File: src/rtl/gts_pkg.sv
package gts_pkg;
  typedef enum logic [1:0] {ST_WAIT = 2'd0, ST_TX = 2'd1, ST_HOLD = 2'd2} gts_state_t;

  // returns {valid, index}: a lone candidate wins, two candidates follow the turn
  function automatic logic [1:0] pick_buf(input logic [1:0] cand, input logic turn);
    logic idx;
    idx = (cand == 2'b11) ? turn : cand[1];
    return {|cand, idx};
  endfunction
endpackage

File: src/rtl/gts_trig_bank.sv
module gts_trig_bank #(
  parameter int NB = 2,
  localparam int IW = (NB > 1) ? $clog2(NB) : 1
) (
  input  logic          clk,
  input  logic          rst_n,
  input  logic [NB-1:0] set,
  input  logic          clr_one,
  input  logic [IW-1:0] clr_idx,
  input  logic          clr_all,
  output logic [NB-1:0] trig
);
  for (genvar i = 0; i < NB; i++) begin : g_bit
    wire clr_me = clr_all || (clr_one && (clr_idx == IW'(i)));
    always_ff @(posedge clk or negedge rst_n) begin
      if (!rst_n)      trig[i] <= 1'b0;
      else if (set[i]) trig[i] <= 1'b1;
      else if (clr_me) trig[i] <= 1'b0;
    end


    clr_one_chk: assert property (@(posedge clk) disable iff (!rst_n)
      (clr_one && clr_idx == IW'(i) && !set[i]) |=> !trig[i]);

    clr_all_chk: assert property (@(posedge clk) disable iff (!rst_n)
      (clr_all && !set[i]) |=> !trig[i]);

    set_wins_chk: assert property (@(posedge clk) disable iff (!rst_n)
      set[i] |=> trig[i]);
  end
endmodule

File: src/rtl/gts_status.sv
module gts_status #(
  parameter int NB = 2,
  localparam int IW = (NB > 1) ? $clog2(NB) : 1
) (
  input  logic          clk,
  input  logic          rst_n,
  input  logic          rep_ok,
  input  logic          rep_err,
  input  logic [IW-1:0] rep_idx,
  output logic [NB-1:0] last_ok,
  output logic [NB-1:0] last_fail
);
  for (genvar i = 0; i < NB; i++) begin : g_buf
    wire hit = (rep_idx == IW'(i));
    always_ff @(posedge clk or negedge rst_n) begin
      if (!rst_n) begin
        last_ok[i]   <= 1'b0;
        last_fail[i] <= 1'b0;
      end else if (hit && rep_ok) begin
        last_ok[i]   <= 1'b1;
        last_fail[i] <= 1'b0;
      end else if (hit && rep_err) begin
        last_ok[i]   <= 1'b0;
        last_fail[i] <= 1'b1;
      end
    end
  end


  ok_report_chk: assert property (@(posedge clk) disable iff (!rst_n)
    rep_ok |=> (last_ok[$past(rep_idx)] && !last_fail[$past(rep_idx)]));

  err_report_chk: assert property (@(posedge clk) disable iff (!rst_n)
    (rep_err && !rep_ok) |=> (last_fail[$past(rep_idx)] && !last_ok[$past(rep_idx)]));

  excl_chk: assert property (@(posedge clk) disable iff (!rst_n)
    (last_ok & last_fail) == '0);
endmodule

File: src/rtl/gts_tx_sched.sv
module gts_tx_sched #(
  parameter int SLOT_W = 4
) (
  input  logic              clk,
  input  logic              rst_n,
  input  logic [1:0]        arm,
  input  logic [SLOT_W-1:0] buf0_slot,
  input  logic [SLOT_W-1:0] buf1_slot,
  input  logic [SLOT_W-1:0] cur_slot,
  input  logic              slot_start,
  input  logic              switch_mode,
  input  logic              tx_done,
  input  logic              tx_err,
  output logic              tx_start,
  output logic              tx_buf,
  output logic [1:0]        armed,
  output logic              busy,
  output logic [1:0]        last_ok,
  output logic [1:0]        last_fail
);
  import gts_pkg::*;

  gts_state_t state;
  logic cur_buf, turn;
  logic [1:0] cand, pick;
  logic [SLOT_W-1:0] slot_of [2];

  assign slot_of[0] = buf0_slot;
  assign slot_of[1] = buf1_slot;

  for (genvar i = 0; i < 2; i++) begin : g_cand
    assign cand[i] = armed[i] && (slot_of[i] == cur_slot);
  end

  // named events shared by the state logic, trigger bank, status and assertions
  wire done_ev   = (state == ST_TX) && tx_done;
  wire err_ev    = (state == ST_TX) && tx_err && !tx_done;
  wire follow_ev = done_ev && cand[~cur_buf] && (slot_of[~cur_buf] == slot_of[cur_buf]);
  wire slot_ev   = slot_start && (state != ST_TX);
  assign pick    = pick_buf(cand, turn);
  wire start_go  = follow_ev || (slot_ev && pick[1]);
  wire start_idx = follow_ev ? ~cur_buf : pick[0];

  always_ff @(posedge clk or negedge rst_n) begin
    if (!rst_n) begin
      state    <= ST_WAIT;
      cur_buf  <= 1'b0;
      turn     <= 1'b0;
      tx_start <= 1'b0;
      tx_buf   <= 1'b0;
    end else begin
      tx_start <= start_go;
      if (start_go) begin
        tx_buf  <= start_idx;
        cur_buf <= start_idx;
      end
      if (done_ev) turn <= ~cur_buf;
      else if (err_ev) turn <= switch_mode ? ~cur_buf : cur_buf;

      if (start_go)    state <= ST_TX;
      else if (err_ev) state <= switch_mode ? ST_WAIT : ST_HOLD;
      else if (done_ev || slot_ev) state <= ST_WAIT;
    end
  end

  assign busy = (state == ST_TX);

  gts_trig_bank #(.NB(2)) u_trig (
    .clk(clk), .rst_n(rst_n), .set(arm),
    .clr_one(done_ev), .clr_idx(cur_buf),
    .clr_all(err_ev && switch_mode), .trig(armed)
  );

  gts_status #(.NB(2)) u_stat (
    .clk(clk), .rst_n(rst_n), .rep_ok(done_ev), .rep_err(err_ev),
    .rep_idx(cur_buf), .last_ok(last_ok), .last_fail(last_fail)
  );


  no_start_busy_chk: assert property (@(posedge clk) disable iff (!rst_n)
    (busy && !tx_done && !tx_err) |=> !tx_start);

  start_armed_chk: assert property (@(posedge clk) disable iff (!rst_n)
    tx_start |-> armed[tx_buf]);

  start_cause_chk: assert property (@(posedge clk) disable iff (!rst_n)
    tx_start |-> ($past(slot_start) || $past(tx_done)));

  single_pulse_chk: assert property (@(posedge clk) disable iff (!rst_n)
    (tx_start && !tx_done) |=> !tx_start);

  hold_quiet_chk: assert property (@(posedge clk) disable iff (!rst_n)
    (err_ev && !switch_mode) |=> (!tx_start && !busy));

  idle_report_chk: assert property (@(posedge clk) disable iff (!rst_n)
    (!busy && !slot_start) |=> (!tx_start && $stable(last_ok) && $stable(last_fail)));
endmodule

File: config.mk
export PLATFORM = sky130hd
export DESIGN_NAME = gts_tx_sched
export DESIGN_NICKNAME = d
export VERILOG_FILES = /design/src/rtl/gts_pkg.sv /design/src/rtl/gts_trig_bank.sv /design/src/rtl/gts_status.sv /design/src/rtl/gts_tx_sched.sv
export SDC_FILE = /design/constraint.sdc
export NUM_CORES = 1
export LEC_CHECK = 0
export BUFFER_PORTS_ARGS = -buffer_cell sky130_fd_sc_hd__buf_2
export CORE_MARGIN = 1.5
export CORE_UTILIZATION = 50
export DETAILED_ROUTE_END_ITERATION = 10
export MAX_ROUTING_LAYER = met4
export PLACE_DENSITY = 0.82
export SETUP_SLACK_MARGIN = 0.05
export SYNTH_ARGS = -nofsm -noshare
export SYNTH_HDL_FRONTEND = slang
export SYNTH_SLANG_ARGS = --single-unit
File: constraint.sdc
create_clock -name clk -period 4 [get_ports clk]
set_input_delay 0 -clock clk [delete_from_list [all_inputs] [get_ports clk]]
set_output_delay 0 -clock clk [all_outputs]
set_load 0.02 [all_outputs]
==> impl_metrics.py, run 1 <==
metrics = {
    "run_status": {
        "status": "finished clean",
    },
    "critical_path": {
        "path_cells": "nand2b_1, inv_2, nand2_1, nor3_2, o32ai_1, a211oi_2",
        "critPathSlowestCell": "dfrtp_1",
        "crit_path_max_fanout": 9,
        "critPathRequiredTime_ps": 4200,
        "critPathArrivalTime_ps": 1730,
        "worstSetupStartpointType": "register",
        "setup.worst_path.end_class": "register",
        "critPathMaxStageDelay_ps": 380,
        "crit_type": "register to register",
        "reg2regPathDepth": 6,
    },
    "yosys": {
        "mapped_cells": 77,
        "synthDominantAreaCellType": "dfrtp_1",
        "ys_ff_latch": 11,
        "yosys_warnings": 0,
        "synth.yosys.seq_area_share_pct": 37.8,
        "syn-mean-instance-area_um2": 9.46,
        "netlist_top_cells_area": "dfrtp_1 (38%), xor2_1 (6.0%), xnor2_1 (4.8%)",
        "netlist_top_cells_count": "dfrtp_1 (11), nand2_1 (6), o21ai_0 (6)",
        "yosys.area.top_type_share_pct": 37.8,
        "mappedNetlistArea_um2": 728,
        "synth-edff-count": 0,
        "synth_most_common_cell": "dfrtp_1",
        "postSynth.asyncResetShare_pct": 100,
        "synth-main-ff-cell": "dfrtp_1",
        "post_synth_num_cell_types": 37,
        "net_count_synth": 97,
    },
    "layout": {
        "n_diodes": 0,
        "number_of_inserted_filler_cells_in_the_final_layout": 111,
        "nets": 130,
        "layout-area-overhead-vs-synth_pct": 28.0,
        "layoutNonFillerInstCount": 124,
        "final_layout_size_suffix_gt1_share_pct": 34.9,
    },
    "clock_tree": {
        "cts_resized": 0,
        "cts_hold_repair.buffers": 3,
        "numClockSinks": 11,
        "clkLatencyLatePin_ps": 280,
        "tritoncts.num_buffers": 3,
        "clk_pin_slew_worst_paths_ps": 70,
        "cts-root-buf": "clkbuf_4",
        "h-tree-depth": 1,
        "clock_tree.buffer_depth": 2,
        "post_cts_setup_bufs": 0,
        "tritoncts_clock_tree": "built",
    },
    "sta": {
        "min_period_ps": 1530,
        "setup-tns-final_ps": 0,
        "final-hold-violation-count": 0,
        "finalClockSkew_ps": 8.16,
        "setup_viol": 0,
        "drv_slew": 0,
        "maxClockFrequency_mhz": 653,
        "fin_crit_sh_pct": 38.3,
        "max_slew_margin_pct": 66.9,
        "max_slew.worst_pin.slew_ps": 496,
        "rsz0062_at_grt": "false",
    },
    "detailed_routing": {
        "detail_route.first_pass.iterations": 4,
        "route.detailed.vias_per_inst": 5.60,
        "route.detailed.wl_per_inst_um": 14.1,
        "wirelength_routed_mm": 1.75,
        "route.vias.total": 694,
        "drt_first_iter_violations": 14,
        "ant_nets": 0,
        "drc": 0,
    },
    "placement": {
        "place.detailed.hpwl_mm": 1.32,
        "portBuffers": 28,
        "numPlacedInstances": 117,
        "place_congestion": 0.809,
    },
    "floorplanning": {
        "number_of_rows_in_the_core_area": 13,
        "floorplan.io_pins": 29,
        "die_w_um": 41.2,
        "chipHeight_um": 41.2,
        "die-area_um2": 1690,
        "start_util_pct": 54.6,
        "placeable_area_um2": 1330,
    },
    "global_routing": {
        "grt_antenna_before_repair": 0,
        "gr-total-overflow": 0,
        "first_global_vias": 589,
        "track_usage_pct": 26.2,
        "grt_start_max_net_pins": 19,
        "grt_first_pass_wirelength_mm": 2.62,
    },
    "min_path": {
        "worst_hold_path.num_cells": 3,
        "hp-class": "input port to register",
    },
    "power_and_ir_drop": {
        "cellLeakagePower_uw": 0.000440,
        "powerDensity_nw_per_um2": 374,
        "power.ir.vdd_worst_mv": 0.272,
    },
    "run": {
        "max-cap-violations": 0,
    },
}
[area by class of cell]
cell class | instances | area, um^2 | area share [%]
Multi-Input combinational cell | 58 | 423 | 45.4
Tap cell | 15 | 18.8 | 2.01
Sequential cell | 11 | 275 | 29.5
Timing Repair Buffer | 31 | 170 | 18.3
Clock buffer | 4 | 26.3 | 2.82
Inverter | 5 | 18.8 | 2.01
[metal layers]
metal | vias to the layer above | share of wire [%] | GRT usage [%]
met2 | 23 | 53 | 43.0
met4 | 0 | 1.5 | 9.68
met3 | 4 | 5.8 | 8.15
met1 | 322 | 39 | 29.6
li1 | 345 | - | -
met5 | - | 0 | -
[worst paths after layout]
path / start / to / slack (ps)
worst max register to register: state[1] / cur_buf / 2470
worst min register to register: u_stat.last_ok[1] / u_stat.last_ok[1] / 490
min in group asynchronous: rst_n / u_stat.last_fail[0] / 120
worst min-delay path: switch_mode / state[1] / 40
max in group asynchronous: rst_n / u_stat.last_fail[1] / 3660
worst max-delay path: state[1] / cur_buf / 2470
[stage by stage]
stage               utilization (%)  setup slack (ps)  hold slack (ps)  area (um^2)  total power (uW)
floorplan                         -              2540             -296          728               224
global placement               65.7              2550             -120          876               266
detailed placement             65.7              2480             -117          876               272
CTS                            69.9              2470             30.0          932               352
global route                   69.9              2350             49.1          932               370
finish                         69.9              2470             43.0          932               349
[state kept, by name (all words and copies together) (netlist names)]
register          cells
state                 2
u_stat.last_fail      2
u_stat.last_ok        2
u_trig.trig           2
cur_buf               1
turn                  1
tx_start              1
[critical path: cells and delay by family (launching register included)]
| family | cells | cell delay, ps |
|---|---|---|
| AOI/OAI and AO/OA | 2 | 360 |
| buffers and inverters | 1 | 150 |
| DFF | 1 | 380 |
| and+or+nand+nor | 3 | 560 |
[cell families (layout without fill, tap and decap cells)]
| logic type | Yosys count | after routing | share of synthesized area (%) |
|---|---|---|---|
| buf+inv | 8 | 40 | 4.12 |
| compound gates | 26 | 26 | 26.8 |
| simple gates | 23 | 23 | 20.4 |
| flops | 11 | 11 | 37.8 |
| xor+xnor | 9 | 9 | 10.8 |
[report_power, final]
part           internal [uW]  switching [uW]
Sequential               134            18.5
Clock                   38.7            38.7
Combinational           50.6            68.2
Total                    223             125
[placed cells by master (no fill, tap or decap), drive strengths merged, types with 2 or more instances in the layout]
cell,netlist,final
nand3,2,2
dfrtp,11,11
a211oi,2,2
nor2b,2,2
a32o,2,2
inv,4,4
a21oi,3,3
nor2,2,2
nor3,2,2
nand2b,4,4
clkbuf,3,4
dlygate4sd3,0,3
xor2,5,5
nand2,6,6
xnor2,4,4
buf,0,28
o21ai,7,7
Power figures use the tool's default switching activity.
==> run 2, diff against run 1 <==
--- a/config.mk
+++ b/config.mk
@@ -7,10 +7,10 @@
 export LEC_CHECK = 0
 export BUFFER_PORTS_ARGS = -buffer_cell sky130_fd_sc_hd__buf_2
 export CORE_MARGIN = 1.5
-export CORE_UTILIZATION = 50
+export CORE_UTILIZATION = 42
 export DETAILED_ROUTE_END_ITERATION = 10
 export MAX_ROUTING_LAYER = met4
-export PLACE_DENSITY = 0.82
+export PLACE_DENSITY = 0.74
 export SETUP_SLACK_MARGIN = 0.05
 export SYNTH_ARGS = -nofsm -noshare
 export SYNTH_HDL_FRONTEND = slang
==> constraint.sdc (replaced) <==
create_clock -name clk -period 1.3 [get_ports clk]
set_input_delay 0 -clock clk [delete_from_list [all_inputs] [get_ports clk]]
set_output_delay 0 -clock clk [all_outputs]
set_load 0.02 [all_outputs]
==> run 2 against run 1 <==
  * The run now ends with DRC, setup timing left
  * Register-to-register slack lost 2500 ps
  * Combinational power grew to 3.3 times the previous value
  * Critical path depth did not move
  * Clock power increased to 3.1 times the previous value
  * Hold slack about the same
  * Cell count up 4.8%
  * Total power grew to 3.2 times the previous value
  * Sequential share of layout area is 1.9 points lower
  * Final area up 7.8%
  * Via count is 2.7% higher
  * Core utilization decreased by 5.4 points
  * Critical path type unchanged
==> impl_metrics.py, run 2 (same netlist as run 1, synthesis figures left out) <==
metrics = {
    "sta": {
        "fin_crit_sh_pct": 101,
        "setup-tns-final_ps": -7.45,
        "worst_hold_slack_ps": 42.7,
        "final-hold-violation-count": 0,
        "setup_viol": 1,
        "finalClockSkew_ps": 3.52,
        "maxClockFrequency_mhz": 765,
        "max_slew_margin_pct": 76.5,
        "min_period_ps": 1310,
        "max_slew.worst_pin.slew_ps": 353,
        "drv_slew": 0,
        "rsz0062_at_grt": "true",
        "worst_slack_ps": -7.45,
    },
    "detailed_routing": {
        "detail_route.first_pass.iterations": 7,
        "ant_nets": 0,
        "route.detailed.vias_per_inst": 5.48,
        "drc": 2,
        "drt_first_iter_violations": 12,
        "wirelength_routed_mm": 1.76,
        "route.detailed.wl_per_inst_um": 13.5,
        "route.vias.total": 713,
    },
    "floorplanning": {
        "placeable_area_um2": 1560,
        "floorplan.io_pins": 29,
        "die_w_um": 44.6,
        "number_of_rows_in_the_core_area": 14,
        "chipHeight_um": 44.6,
        "start_util_pct": 46.7,
        "die-area_um2": 1990,
    },
    "power_and_ir_drop": {
        "p_clk_share_pct": 22.1,
        "share_comb_of_total_power_pct": 35.4,
        "power.ir.vdd_worst_mv": 0.570,
        "power.share.switching_pct": 35.9,
        "cellLeakagePower_uw": 0.000483,
        "switching_power_uw": 396,
        "power_frac_seq_pct": 42.5,
        "powerDensity_nw_per_um2": 1100,
        "power_report.internal_total_uw": 709,
    },
    "global_routing": {
        "first_global_vias": 715,
        "groute.layer.met3.usage_pct": 1.22,
        "grt_start_max_net_pins": 16,
        "global_route.usage.met1_pct": 22.8,
        "grt_first_pass_wirelength_mm": 2.84,
        "gr-total-overflow": 0,
        "global_route.usage.met2_pct": 35.1,
        "gr-max-usage-layer": "met2",
        "grt_antenna_before_repair": 0,
        "track_usage_pct": 20.0,
    },
    "critical_path": {
        "crit_type": "register to register",
        "critical_path.startpoint": "state[1]",
        "critPathRequiredTime_ps": 1490,
        "crit_path_max_fanout": 4,
        "worstSetupStartpointType": "register",
        "critPathArrivalTime_ps": 1500,
        "r2r_startpoint": "state[1]",
        "setup.worst_path.end_class": "register",
    },
    "layout": {
        "most_frequent_cells_in_the_layout": "buf_2 (28), dfrtp_1 (9)",
        "n_diodes": 0,
        "number_of_inserted_filler_cells_in_the_final_layout": 128,
        "finish.instance_area_um2": 1000,
        "nets": 135,
        "most_frequent_standard_cell_in_the_layout_excluding_fill_and_tap_cells": "buf_2",
        "layoutNonFillerInstCount": 130,
        "final_layout_size_suffix_gt1_share_pct": 42.1,
        "layout-area-overhead-vs-synth_pct": 38.0,
    },
    "placement": {
        "portBuffers": 28,
        "dpl_cell_area_um2": 920,
        "place.detailed.hpwl_mm": 1.33,
        "place_congestion": 0.777,
        "numPlacedInstances": 121,
    },
    "min_path": {
        "min_from": "switch_mode",
        "hp-class": "input port to register",
    },
    "run_status": {
        "status": "finished with violations",
        "failed_checks": "DRC, setup timing",
    },
    "clock_tree": {
        "tritoncts_clock_tree": "built",
        "cts-root-buf": "clkbuf_4",
        "h-tree-depth": 1,
        "clk_pin_slew_worst_paths_ps": 70,
        "clock_tree.buffer_depth": 2,
        "clkLatencyLatePin_ps": 280,
        "numClockSinks": 11,
        "tritoncts.num_buffers": 3,
    },
    "run": {
        "max-cap-violations": 0,
    },
}
[run 2: stage by stage]
stage          util, %  setup slack (ps)  total power, uW
5_1_grt           64.4              -109             1160
3_5_place_dp      59.0             -17.3              844
3_3_place_gp      59.0              26.7              833
6_report          64.4             -7.45             1100
2_1_floorplan        -              28.5              697
4_1_cts           63.1              16.9             1090
[run 2: metal layers]
metal,wire length [um],vias to the layer above
li1,-,358
met1,730,330
met2,939,23
met3,66,2
met4,21,0
met5,0,-
[run 2: worst paths after layout]
kind                                        to  slack (ps)  cells past startpoint
max                                    cur_buf          -7                      6
min                                   state[1]          40                      3
max reg2reg                            cur_buf          -7                      6
min reg2reg                u_stat.last_fail[0]         490                      1
max in group asynchronous       u_trig.trig[1]         940                      2
min in group asynchronous                 turn         130                      2
[run 2: repair_timing]
action	CTS	global route
hold buffers	3	0
cloned	0	0
gates resized for setup	0	4
pin swaps	1	3
buffers inserted	1	1
endpoints found under the hold margin	13	0
setup endpoints to repair	2	6
[run 2: critical path, cell delays in order (launching register included)]
cell	delay, ps
dfrtp_1	390
nand2b_4	170
inv_4	70
nand2_4	60
nor3_4	230
o32ai_2	120
a211oi_2	180
[run 2: power by group through the flow]
stage / logic (uW) / clock network, uW / registers [uW]
floorplan: 175 / 0 / 522
global placement: 362 / 0 / 470
detailed placement: 372 / 0 / 472
CTS: 383 / 243 / 463
global route: 427 / 257 / 480
finish: 391 / 244 / 470
[run 2: layout make-up]
class,count,area [um^2],area share (%)
sequential,11,278,27.6
multi-input combinational,58,452,45.0
clock buffer,4,26.3,2.62
inverter,5,21.3,2.12
timing repair buffer,36,208,20.7
tap,16,20.0,1.99
==> run 3, diff against run 2 <==
--- a/config.mk
+++ b/config.mk
@@ -11,6 +11,7 @@
 export DETAILED_ROUTE_END_ITERATION = 10
 export MAX_ROUTING_LAYER = met4
 export PLACE_DENSITY = 0.74
+export REMOVE_ABC_BUFFERS = 1
 export SETUP_SLACK_MARGIN = 0.05
 export SYNTH_ARGS = -nofsm -noshare
 export SYNTH_HDL_FRONTEND = slang
==> run 3 against run 2 <==
  * Hold slack got worse by 9.3 ps
  * Non-clock buffer count increased by 6
  * Largest cell class unchanged
  * First-iteration DRC count decreased by 8.3%
  * Register-to-register slack improved by 40 ps
  * Highest routed layer unchanged
  * The run ends with DRC left
==> impl_metrics.py, run 3 (same netlist as run 1, synthesis figures left out) <==
metrics = {
    "sta": {
        "max_slew_margin_pct": 75.4,
        "drv_slew": 0,
        "maxClockFrequency_mhz": 788,
        "rsz0062_at_grt": "true",
        "final-hold-violation-count": 0,
        "fin_crit_sh_pct": 97.6,
        "max_slew.worst_pin.slew_ps": 369,
        "finalClockSkew_ps": 2.81,
        "setup_viol": 0,
        "min_period_ps": 1270,
        "worst_hold_slack_ps": 33.4,
        "worst_slack_ps": 30.6,
    },
    "layout": {
        "nets": 141,
        "n_diodes": 0,
        "layout-area-overhead-vs-synth_pct": 44.7,
        "most_frequent_cells_in_the_layout": "buf_2 (28), buf_4 (11), dfrtp_1 (10)",
        "number_of_inserted_filler_cells_in_the_final_layout": 132,
        "post-route-util_pct": 67.6,
        "ff_latch_area_um2": 277,
        "final_layout_size_suffix_gt1_share_pct": 45.8,
        "most_frequent_standard_cell_in_the_layout_excluding_fill_and_tap_cells": "buf_2",
        "finish.instance_area_um2": 1050,
        "multi_input_comb_area_um2": 459,
    },
    "placement": {
        "dpl_cell_area_um2": 945,
        "place_congestion": 0.734,
        "portBuffers": 28,
        "place.detailed.hpwl_mm": 1.33,
        "place_ws_ps": -72.2,
    },
    "critical_path": {
        "critical-path-top-delay-family": "compound AO/OA/AOI/OAI gates",
        "worstSetupStartpointType": "register",
        "critPathSlowestCell": "dfrtp_1",
        "critPathRequiredTime_ps": 1490,
        "critPathMaxStageDelay_ps": 380,
        "worst-path-buf-inv": 1,
        "path_cells": "nand2b_4, buf_4, nand2_4, nor2_1, o211a_1, a211oi_2",
        "setup.worst_path.end_class": "register",
        "crit_type": "register to register",
        "crit_path_max_fanout": 5,
        "critPathArrivalTime_ps": 1460,
    },
    "run": {
        "max-cap-violations": 0,
    },
    "global_routing": {
        "global_route.usage.met1_pct": 23.3,
        "grt_antenna_before_repair": 0,
        "first_global_vias": 705,
        "track_usage_pct": 21.3,
        "global_route.usage.met2_pct": 36.5,
        "grt_start_max_net_pins": 15,
        "groute.layer.met3.usage_pct": 7.35,
        "gr-total-overflow": 0,
        "grt_first_pass_wirelength_mm": 2.92,
        "gr-max-usage-layer": "met2",
    },
    "clock_tree": {
        "tritoncts_clock_tree": "built",
        "tritoncts.num_buffers": 3,
        "h-tree-depth": 1,
        "clkLatencyLatePin_ps": 270,
        "clk_pin_slew_worst_paths_ps": 70,
        "cts-root-buf": "clkbuf_4",
        "clock_tree.buffer_depth": 2,
        "numClockSinks": 11,
    },
    "run_status": {
        "failed_checks": "DRC",
        "status": "finished with violations",
    },
    "detailed_routing": {
        "route.vias.total": 761,
        "wirelength_routed_mm": 1.78,
        "route.detailed.wl_per_inst_um": 13.1,
        "drt_first_iter_violations": 11,
        "detail_route.first_pass.iterations": 7,
        "route.detailed.vias_per_inst": 5.60,
        "ant_nets": 0,
        "drc": 2,
    },
    "floorplanning": {
        "chipHeight_um": 44.6,
        "number_of_rows_in_the_core_area": 14,
        "floorplan.io_pins": 29,
        "die_w_um": 44.6,
        "start_util_pct": 46.7,
        "die-area_um2": 1990,
        "placeable_area_um2": 1560,
    },
    "power_and_ir_drop": {
        "powerDensity_nw_per_um2": 1060,
        "cellLeakagePower_uw": 0.000506,
        "design_power_total_uw": 1110,
        "power.ir.vdd_worst_mv": 0.641,
    },
    "min_path": {
        "hp-class": "input port to register",
    },
}
[run 3: changes by cell type in the layout (fill, tap and decap cells not counted)]
cell | previous run | this run
buf_4 | 5 | 11
a211oi_1 | 1 | 0
a211oi_2 | 1 | 2
dfrtp_1 | 9 | 10
dfrtp_2 | 2 | 1
inv_2 | 0 | 1
inv_4 | 1 | 0
nand2_1 | 5 | 4
nand2_2 | 0 | 1
[run 3: metrics by stage]
step           TNS, ps  cells
5_1_grt          -65.9    136
6_report             0    136
4_1_cts              0    136
3_5_place_dp      -139    127
2_1_floorplan     -336     74
3_3_place_gp     -36.4    127
[run 3: what timing repair did]
item                                   CTS  global route
buffers inserted                         2             0
pin swaps                                5             2
setup endpoints to repair                3             5
gates cloned                             0             0
endpoints found under the hold margin   13             0
hold buffers                             3             0
resized for setup                        6             3
[run 3: worst paths after layout]
path / start / to / slack, ps / depth (start not counted)
worst max-delay path: state[1] / cur_buf / 30 / 6
worst min-delay path: switch_mode / state[1] / 30 / 3
worst max register to register: state[1] / cur_buf / 30 / 6
worst min register to register: u_stat.last_fail[0] / u_stat.last_fail[0] / 500 / 1
max in group asynchronous: rst_n / cur_buf / 940 / 2
min in group asynchronous: rst_n / cur_buf / 140 / 2
[run 3: worst min-delay path, delay by kind of cell]
family / cells / cell delay, ps
and+or+nand+nor: 1 / 120
buffers and inverters: 1 / 90
AOI/OAI and AO/OA: 1 / 60
[run 3: layer usage]
layer / wire, um / share of wire (%)
met1: 768 / 43
met2: 900 / 51
met3: 94 / 5.3
met4: 14 / 0.79
met5: 0 / 0
[run 3: area by class of cell]
cell class / count / area share (%)
well taps: 16 / 1.90
flip-flops and latches: 11 / 26.2
inverters: 5 / 1.78
clock buffers: 4 / 2.49
repair buffers: 42 / 24.0
multi-input cells: 58 / 43.6
[run 3: where the power goes]
| group | total (uW) | leakage (uW) | switching (uW) | internal (uW) |
|---|---|---|---|---|
| clock | 235 | 0.0000150 | 116 | 119 |
| combinational | 412 | 0.000361 | 220 | 192 |
| sequential | 465 | 0.000130 | 52.2 | 413 |
